File: config.mk
export PLATFORM = sky130hd
export DESIGN_NAME = lcd_regfile
export DESIGN_NICKNAME = d
export VERILOG_FILES = /design/src/rtl/lcd_regs_pkg.sv /design/src/rtl/lcd_addr_decode.sv /design/src/rtl/lcd_geometry.sv /design/src/rtl/lcd_regfile.sv
export SDC_FILE = /design/constraint.sdc
export NUM_CORES = 1
export LEC_CHECK = 0
export BUFFER_PORTS_ARGS = -buffer_cell sky130_fd_sc_hd__clkbuf_2
export CAP_MARGIN = 20
export CORE_UTILIZATION = 40
export CTS_BUF_LIST = sky130_fd_sc_hd__clkbuf_4 sky130_fd_sc_hd__clkbuf_8
export DETAILED_ROUTE_END_ITERATION = 12
export PLACE_DENSITY_LB_ADDON = 0.05
export SETUP_SLACK_MARGIN = 0.3
export SYNTH_ARGS = -nofsm -noshare
export SYNTH_HDL_FRONTEND = slang
export SYNTH_SLANG_ARGS = --single-unit
File: constraint.sdc
create_clock -name clk -period 1.95 [get_ports clk]
set_input_delay 0.2925 -clock clk [delete_from_list [all_inputs] [get_ports clk]]
set_output_delay 0.2925 -clock clk [all_outputs]
set_load 0.03 [all_outputs]
File: src/rtl/lcd_regs_pkg.sv
package lcd_regs_pkg;

    localparam int ADDR_W  = 12;
    localparam int DATA_W  = 32;
    localparam int WORD_W  = ADDR_W - 2;
    localparam int ID_BASE = 'h3F8;

    localparam int CTL_EN   = 0;
    localparam int CTL_PWR  = 11;
    localparam int CTL_DLO  = 1;
    localparam int CTL_BGR  = 8;
    localparam int CTL_BEB  = 9;
    localparam int CTL_BEP  = 10;

    typedef enum logic [3:0] {
        RS_NONE, RS_TIM0, RS_TIM1, RS_TIM2, RS_TIM3,
        RS_UPB, RS_LPB, RS_MASK, RS_CTRL,
        RS_RAW, RS_MSKD, RS_CLR, RS_UPCUR, RS_LPCUR, RS_IDENT
    } reg_sel_e;

    function automatic logic [7:0] ident_byte(input logic [2:0] idx);
        case (idx)
            3'd0:    return 8'h10;
            3'd1:    return 8'h11;
            3'd2:    return 8'h04;
            3'd3:    return 8'h00;
            3'd4:    return 8'h0D;
            3'd5:    return 8'hF0;
            3'd6:    return 8'h05;
            default: return 8'hB1;
        endcase
    endfunction

endpackage

File: src/rtl/lcd_addr_decode.sv
module lcd_addr_decode
    import lcd_regs_pkg::*;
#(
    parameter int AW = ADDR_W
) (
    input  logic [AW-1:0] addr,
    input  logic          swap_ctl,
    output reg_sel_e      sel,
    output logic [2:0]    ident_idx
);
    localparam int WW = AW - 2;

    logic [WW-1:0] word;

    always_comb begin
        word      = addr[AW-1:2];
        ident_idx = word[2:0];
        sel       = RS_NONE;
        if (int'(word) >= ID_BASE) begin
            sel = RS_IDENT;
        end else begin
            case (int'(word))
                0:  sel = RS_TIM0;
                1:  sel = RS_TIM1;
                2:  sel = RS_TIM2;
                3:  sel = RS_TIM3;
                4:  sel = RS_UPB;
                5:  sel = RS_LPB;
                6:  sel = swap_ctl ? RS_CTRL : RS_MASK;
                7:  sel = swap_ctl ? RS_MASK : RS_CTRL;
                8:  sel = RS_RAW;
                9:  sel = RS_MSKD;
                10: sel = RS_CLR;
                11: sel = RS_UPCUR;
                12: sel = RS_LPCUR;
                default: sel = RS_NONE;
            endcase
        end
    end

endmodule

File: src/rtl/lcd_geometry.sv
module lcd_geometry #(
    parameter int GW = 11
) (
    input  logic [31:0]   tim_h,
    input  logic [31:0]   tim_v,
    output logic [GW-1:0] pix_per_line,
    output logic [GW-1:0] lines_per_frame
);
    logic [GW-1:0] h_groups;

    always_comb begin
        // ((field*4) + 4) * 4 = (field + 1) * 16, field = bits [7:2]
        h_groups        = GW'(tim_h[7:2]) + GW'(1);
        pix_per_line    = h_groups << 4;
        lines_per_frame = GW'(tim_v[9:0]) + GW'(1);
    end

endmodule

File: src/rtl/lcd_regfile.sv
module lcd_regfile
    import lcd_regs_pkg::*;
#(
    parameter int IRQ_W = 4,
    parameter int GEO_W = 11
) (
    input  logic                clk,
    input  logic                rst_n,
    input  logic                variant_sel,
    input  logic                bus_sel,
    input  logic                bus_wr,
    input  logic [ADDR_W-1:0]   bus_addr,
    input  logic [DATA_W-1:0]   bus_wdata,
    output logic [DATA_W-1:0]   bus_rdata,
    output logic                bus_err,
    input  logic [IRQ_W-1:0]    evt_set,
    output logic                irq,
    output logic                invalidate,
    output logic                disp_en,
    output logic [2:0]          depth_mode,
    output logic                bgr_order,
    output logic                be_bytes,
    output logic                be_pixels,
    output logic [GEO_W-1:0]    line_pixels,
    output logic [GEO_W-1:0]    frame_lines
);
    localparam int PAD_W = DATA_W - IRQ_W;

    typedef struct packed {
        logic [3:0][DATA_W-1:0] tim;
        logic [DATA_W-1:0]      upb;
        logic [DATA_W-1:0]      lpb;
        logic [DATA_W-1:0]      ctrl;
        logic [IRQ_W-1:0]       mask;
        logic [IRQ_W-1:0]       raw;
        logic [DATA_W-1:0]      rdata;
        logic                   err;
        logic                   inval;
    } regs_t;

    regs_t       st_d, st_q;
    reg_sel_e    sel;
    logic [2:0]  id_idx;
    logic [DATA_W-1:0] rd_val;
    logic        rd_ok, wr_ok;
    logic [IRQ_W-1:0] clr_bits;
    logic        do_rd, do_wr;

    lcd_addr_decode #(.AW(ADDR_W)) u_dec (
        .addr      (bus_addr),
        .swap_ctl  (variant_sel),
        .sel       (sel),
        .ident_idx (id_idx)
    );

    lcd_geometry #(.GW(GEO_W)) u_geo (
        .tim_h           (st_q.tim[0]),
        .tim_v           (st_q.tim[1]),
        .pix_per_line    (line_pixels),
        .lines_per_frame (frame_lines)
    );

    always_comb begin
        st_d     = st_q;
        st_d.err   = 1'b0;
        st_d.inval = 1'b0;
        do_rd    = bus_sel && !bus_wr;
        do_wr    = bus_sel && bus_wr;
        rd_val   = '0;
        rd_ok    = 1'b1;
        wr_ok    = 1'b0;
        clr_bits = '0;

        case (sel)
            RS_TIM0:  begin rd_val = st_q.tim[0]; wr_ok = 1'b1; end
            RS_TIM1:  begin rd_val = st_q.tim[1]; wr_ok = 1'b1; end
            RS_TIM2:  begin rd_val = st_q.tim[2]; wr_ok = 1'b1; end
            RS_TIM3:  begin rd_val = st_q.tim[3]; wr_ok = 1'b1; end
            RS_UPB:   begin rd_val = st_q.upb;    wr_ok = 1'b1; end
            RS_LPB:   begin rd_val = st_q.lpb;    wr_ok = 1'b1; end
            RS_MASK:  begin rd_val = {{PAD_W{1'b0}}, st_q.mask}; wr_ok = 1'b1; end
            RS_CTRL:  begin rd_val = st_q.ctrl;   wr_ok = 1'b1; end
            RS_RAW:   rd_val = {{PAD_W{1'b0}}, st_q.raw};
            RS_MSKD:  rd_val = {{PAD_W{1'b0}}, st_q.raw & st_q.mask};
            RS_CLR:   begin rd_ok = 1'b0; wr_ok = 1'b1; end
            RS_UPCUR: rd_val = st_q.upb;
            RS_LPCUR: rd_val = st_q.lpb;
            RS_IDENT: rd_val = {24'h0, ident_byte(id_idx)};
            default:  rd_ok = 1'b0;
        endcase

        if (do_rd) begin
            st_d.rdata = rd_ok ? rd_val : '0;
            st_d.err   = !rd_ok;
        end

        if (do_wr) begin
            st_d.err = !wr_ok;
            case (sel)
                RS_TIM0: begin st_d.tim[0] = bus_wdata; st_d.inval = 1'b1; end
                RS_TIM1: begin st_d.tim[1] = bus_wdata; st_d.inval = 1'b1; end
                RS_TIM2: begin st_d.tim[2] = bus_wdata; st_d.inval = 1'b1; end
                RS_TIM3: begin st_d.tim[3] = bus_wdata; st_d.inval = 1'b1; end
                RS_UPB:  st_d.upb  = bus_wdata;
                RS_LPB:  st_d.lpb  = bus_wdata;
                RS_MASK: st_d.mask = bus_wdata[IRQ_W-1:0];
                RS_CTRL: begin st_d.ctrl = bus_wdata; st_d.inval = 1'b1; end
                RS_CLR:  clr_bits  = bus_wdata[IRQ_W-1:0];
                default: ;
            endcase
        end

        // clear first, then set: a same-cycle event survives the clear
        st_d.raw = (st_q.raw & ~clr_bits) | evt_set;
    end

    always_ff @(posedge clk or negedge rst_n) begin
        if (!rst_n) st_q <= '0;
        else        st_q <= st_d;
    end

    assign bus_rdata  = st_q.rdata;
    assign bus_err    = st_q.err;
    assign invalidate = st_q.inval;
    assign irq        = |(st_q.raw & st_q.mask);
    assign disp_en    = st_q.ctrl[CTL_EN] & st_q.ctrl[CTL_PWR];
    assign depth_mode = st_q.ctrl[CTL_DLO +: 3];
    assign bgr_order  = st_q.ctrl[CTL_BGR];
    assign be_bytes   = st_q.ctrl[CTL_BEB];
    assign be_pixels  = st_q.ctrl[CTL_BEP];

    // an error pulse only follows a bus access
    assert_err_after_access_R10: assert property (@(posedge clk) disable iff (!rst_n)
        bus_err |-> $past(bus_sel));

    // invalidate only follows a write
    assert_inval_after_write_R11: assert property (@(posedge clk) disable iff (!rst_n)
        invalidate |-> $past(bus_sel && bus_wr));

    // the display can only turn on through a bus write
    assert_enable_needs_write_R4: assert property (@(posedge clk) disable iff (!rst_n)
        $rose(disp_en) |-> $past(bus_sel && bus_wr));

    // a clear with no competing event leaves the written bits at zero
    assert_clear_takes_R6: assert property (@(posedge clk) disable iff (!rst_n)
        (bus_sel && bus_wr && sel == RS_CLR && evt_set == '0)
        |=> ((st_q.raw & $past(bus_wdata[IRQ_W-1:0])) == '0));

    // an event bit is always recorded on the next edge
    assert_event_sets_R6: assert property (@(posedge clk) disable iff (!rst_n)
        (evt_set != '0) |=> ((st_q.raw & $past(evt_set)) == $past(evt_set)));

    // the interrupt line can only rise after an event or a bus write
    assert_irq_source_R7: assert property (@(posedge clk) disable iff (!rst_n)
        $rose(irq) |-> $past((evt_set != '0) || (bus_sel && bus_wr)));

    // width is always a non-zero multiple of 16
    assert_width_shape_R2: assert property (@(posedge clk) disable iff (!rst_n)
        (line_pixels[3:0] == 4'd0) && (line_pixels != '0));

endmodule

==> reports/qor.json <==
{
  "drc_errors": 0,
  "synth-seq-cells": 266,
  "synthDominantCellAreaShare_pct": 50.9,
  "worst_skew_pair.late_latency_ns": 0.55,
  "io_pins": 117,
  "path_class_of_the_lowest_slack_min_delay_path": "primary input to flop",
  "run_status": "finished with violations",
  "worst_pin_slew_ns": 0.528,
  "slew-limit-headroom_pct": 64.5,
  "mostFrequentLayoutCells": "sky130_fd_sc_hd__dfrtp_1 (261), sky130_fd_sc_hd__mux2_2 (141), sky130_fd_sc_hd__nand2_1 (138), sky130_fd_sc_hd__buf_4 (112), sky130_fd_sc_hd__clkbuf_2 (87)",
  "timing.setup.critical_path_class": "flop to output port",
  "cell_types_occupying_the_most_area_after_synthesis": "sky130_fd_sc_hd__dfrtp_1 (51%), sky130_fd_sc_hd__mux2_2 (15%), sky130_fd_sc_hd__nand2_1 (4.0%)",
  "cell_row_count": 65,
  "regToRegSetupSlack_ns": 0.14,
  "layout_worst_path_cycle_share_pct": 105,
  "timing.critical_path.to_type": "output port",
  "worstPathArrival_ns": 1.75,
  "power_switching_share_pct": 24.0,
  "crit_path_cell_trace": "and3_4 -> and3_4 -> nand3_4 -> xnor2_2 -> clkbuf_8",
  "route.detailed.wl_per_inst_um": 21.0,
  "dpl.hpwl_um": 24700,
  "max_freq_ghz": 0.489,
  "clock-skew-final_ns": 0.0197,
  "finalNonFillerCells": 1780,
  "initial_utilization_pct": 41.0,
  "timing.critical_path.slowest_cell_delay_ns": 0.36,
  "synth.yosys.warnings": 0,
  "async_sr_flop_fraction_pct": 100,
  "grtUsageTotal_pct": 22.9,
  "power.internal_mw": 8.86,
  "cp_common_cell": "sky130_fd_sc_hd__and3_4",
  "cellLeakagePower_nw": 8.23,
  "dieHeight_um": 183,
  "crit_path_max_fanout": 3,
  "grt_start_max_net_pins": 66,
  "pwr-share-clk_pct": 44.9,
  "vias_per_cell": 5.33,
  "die-width_um": 183,
  "placeableCoreArea_um2": 31900,
  "antenna_found_initial": 0,
  "mappedNetlistArea_um2": 13100,
  "grt_overflow_total": 0,
  "power_frac_seq_pct": 48.1,
  "cts_root_buffer": "sky130_fd_sc_hd__clkbuf_8",
  "drt_pre_antenna_iters": 4,
  "grt_setup_unrepaired": "true",
  "numPlacedInstances": 1675,
  "cts_num_sinks": 266,
  "dp_slack_ns": -0.210,
  "place.port_buffers": 110,
  "numCtsBuffers": 48,
  "finalMaxSlewViolations": 0,
  "synth.yosys.seq_area_share_pct": 50.9,
  "layout_setup_ws_ns": -0.0956,
  "crit_slowest_cell": "sky130_fd_sc_hd__dfrtp_1",
  "yosysUniqueCellTypes": 76,
  "area_delta_synth_final_pct": 27.3,
  "clkTransAtPathRegs_ns": 0.06,
  "cts_tree": "done",
  "mostFrequentLayoutCell": "sky130_fd_sc_hd__dfrtp_1",
  "final_layout_size_suffix_gt1_share_pct": 44.8,
  "power_density_nw_per_um2": 700,
  "final_antenna_net_count": 0,
  "dr_total_vias": 9486,
  "via_count_of_the_first_global_routing_pass": 9600,
  "failed_checks": "negative setup slack",
  "routabilityCongestion": 0.851,
  "clock_tree.buffer_depth": 3,
  "share_comb_of_total_power_pct": 7.1,
  "htreeDepth": 2,
  "number_of_setup_violations_in_the_final_report": 5,
  "post-synth-top-area-cell": "sky130_fd_sc_hd__dfrtp_1",
  "startpoint_type": "flop",
  "fin_crit_ns": 2.05,
  "yosys_most_used_dff": "sky130_fd_sc_hd__dfrtp_1",
  "synth-edff-count": 0,
  "die_area_um2": 33400,
  "switchingPower_mw": 2.79,
  "hold_violations": 0,
  "drt-initial-drc-count": 569,
  "ir_worst_vdd_mv": 0.526,
  "antenna_cells": 0,
  "grt_pass1_wl_um": 58600,
  "number_of_nets_in_the_finished_design": 1375,
  "routed_wl_um": 37300,
  "synthesis.instances": 1118,
  "cp_data_required_time_ns": 1.66,
  "synthesis.area_per_instance_um2": 11.7,
  "cap_viol_max_count": 0
}
through the flow:
| stage | hold slack (ns) | setup TNS [ns] | util (%) | power [mW] | cell area [µm²] |
|---|---|---|---|---|---|
| CTS | 0.00217 | -0.521 | 51.6 | 11.8 | 16400 |
| global placement | 0.215 | -33.65 | 47.3 | 6.50 | 15100 |
| detailed placement | 0.208 | -34.80 | 47.3 | 6.50 | 15100 |
| global route | 0.0357 | -0.651 | 52.2 | 12.2 | 16600 |
| floorplan | -0.00309 | -0.820 | - | 6.04 | 13500 |
| finish | 0.0335 | -0.264 | 52.2 | 11.7 | 16600 |
per-layer routing:
metal	part of all wire (%)	wire length (µm)	GRT usage (%)
met1	49	18400	34.2
met2	45	16900	35.4
met3	3.9	1460	2.90
met4	1.4	541	4.90
met5	0	0	0
registers in the layout, indices dropped and copies added, names as in the netlist:
| name | cells |
|---|---|
| bus_rdata | 32 |
| bus_err | 1 |
| be_bytes | 1 |
| st_q | 226 |
| depth_mode | 3 |
| bgr_order | 1 |
| invalidate | 1 |
| be_pixels | 1 |
worst max-delay path: cells and delay by family, from the launching register on:
| family | cells | cell delay, ns |
|---|---|---|
| flip-flops | 1 | 0.36 |
| buffers and inverters | 1 | 0.17 |
| XOR/XNOR | 1 | 0.16 |
| AND/OR/NAND/NOR | 3 | 0.52 |
synthesized netlist by cell type (all sizes together), types with 5 or more instances:
master	number
dfrtp	266
mux2	204
nand2	139
buf	83
o21ai	65
a22o	51
nor2	42
clkbuf	32
mux2i	29
a211oi	26
o22ai	26
nand3	14
xnor2	11
nor3	10
a21o	8
and3	7
inv	6
nand3b	6
a21oi	5
a221oi	5
a222oi	5
nand2b	5
power by group through the flow:
stage	Clock, mW	Combinational [mW]	Sequential [mW]
6_report	5.23	0.822	5.60
5_1_grt	5.65	0.901	5.60
4_1_cts	5.40	0.829	5.60
3_5_place_dp	0	0.804	5.70
3_3_place_gp	0	0.804	5.70
2_1_floorplan	0	0.339	5.70
cells by family after synthesis:
logic type,Yosys count,share of synthesized area [%]
compound gates,220,12.2
xor+xnor,15,1.00
fa+ha+maj,2,0.191
buf+inv,121,5.33
flops,266,50.9
mux,233,20.6
other cells,1,0.0287
simple gates,260,9.78
timing repair:
action | 4_1_cts | 5_1_grt
hold endpoints to repair | 159 | 0
hold buffers | 6 | 0
endpoints found under the setup margin | 18 | 61
gates resized for setup | 53 | 57
buffers inserted | 21 | 3
pin swaps | 22 | 25
worst paths after layout:
path	startpoint	to	depth (start not counted)
max in group asynchronous	rst_n	bus_rdata[26]	3
worst max register to register	st_q[140]	bus_rdata[2]	8
min in group asynchronous	rst_n	st_q[55]	2
worst max-delay path	st_q[173]	frame_lines[7]	5
worst min register to register	st_q[220]	st_q[220]	2
worst min-delay path	bus_wdata[24]	st_q[226]	3
cell type report:
class / count / area [µm²]
clock buffers: 74 / 925
well taps: 435 / 544
repair buffers: 264 / 2290
fillers: 2921 / 15200
inverters: 6 / 27.5
multi-input cells: 734 / 6180
clock inverters: 1 / 11.3
flip-flops and latches: 266 / 6660
Note: power is estimated with default switching activity, not from simulation.
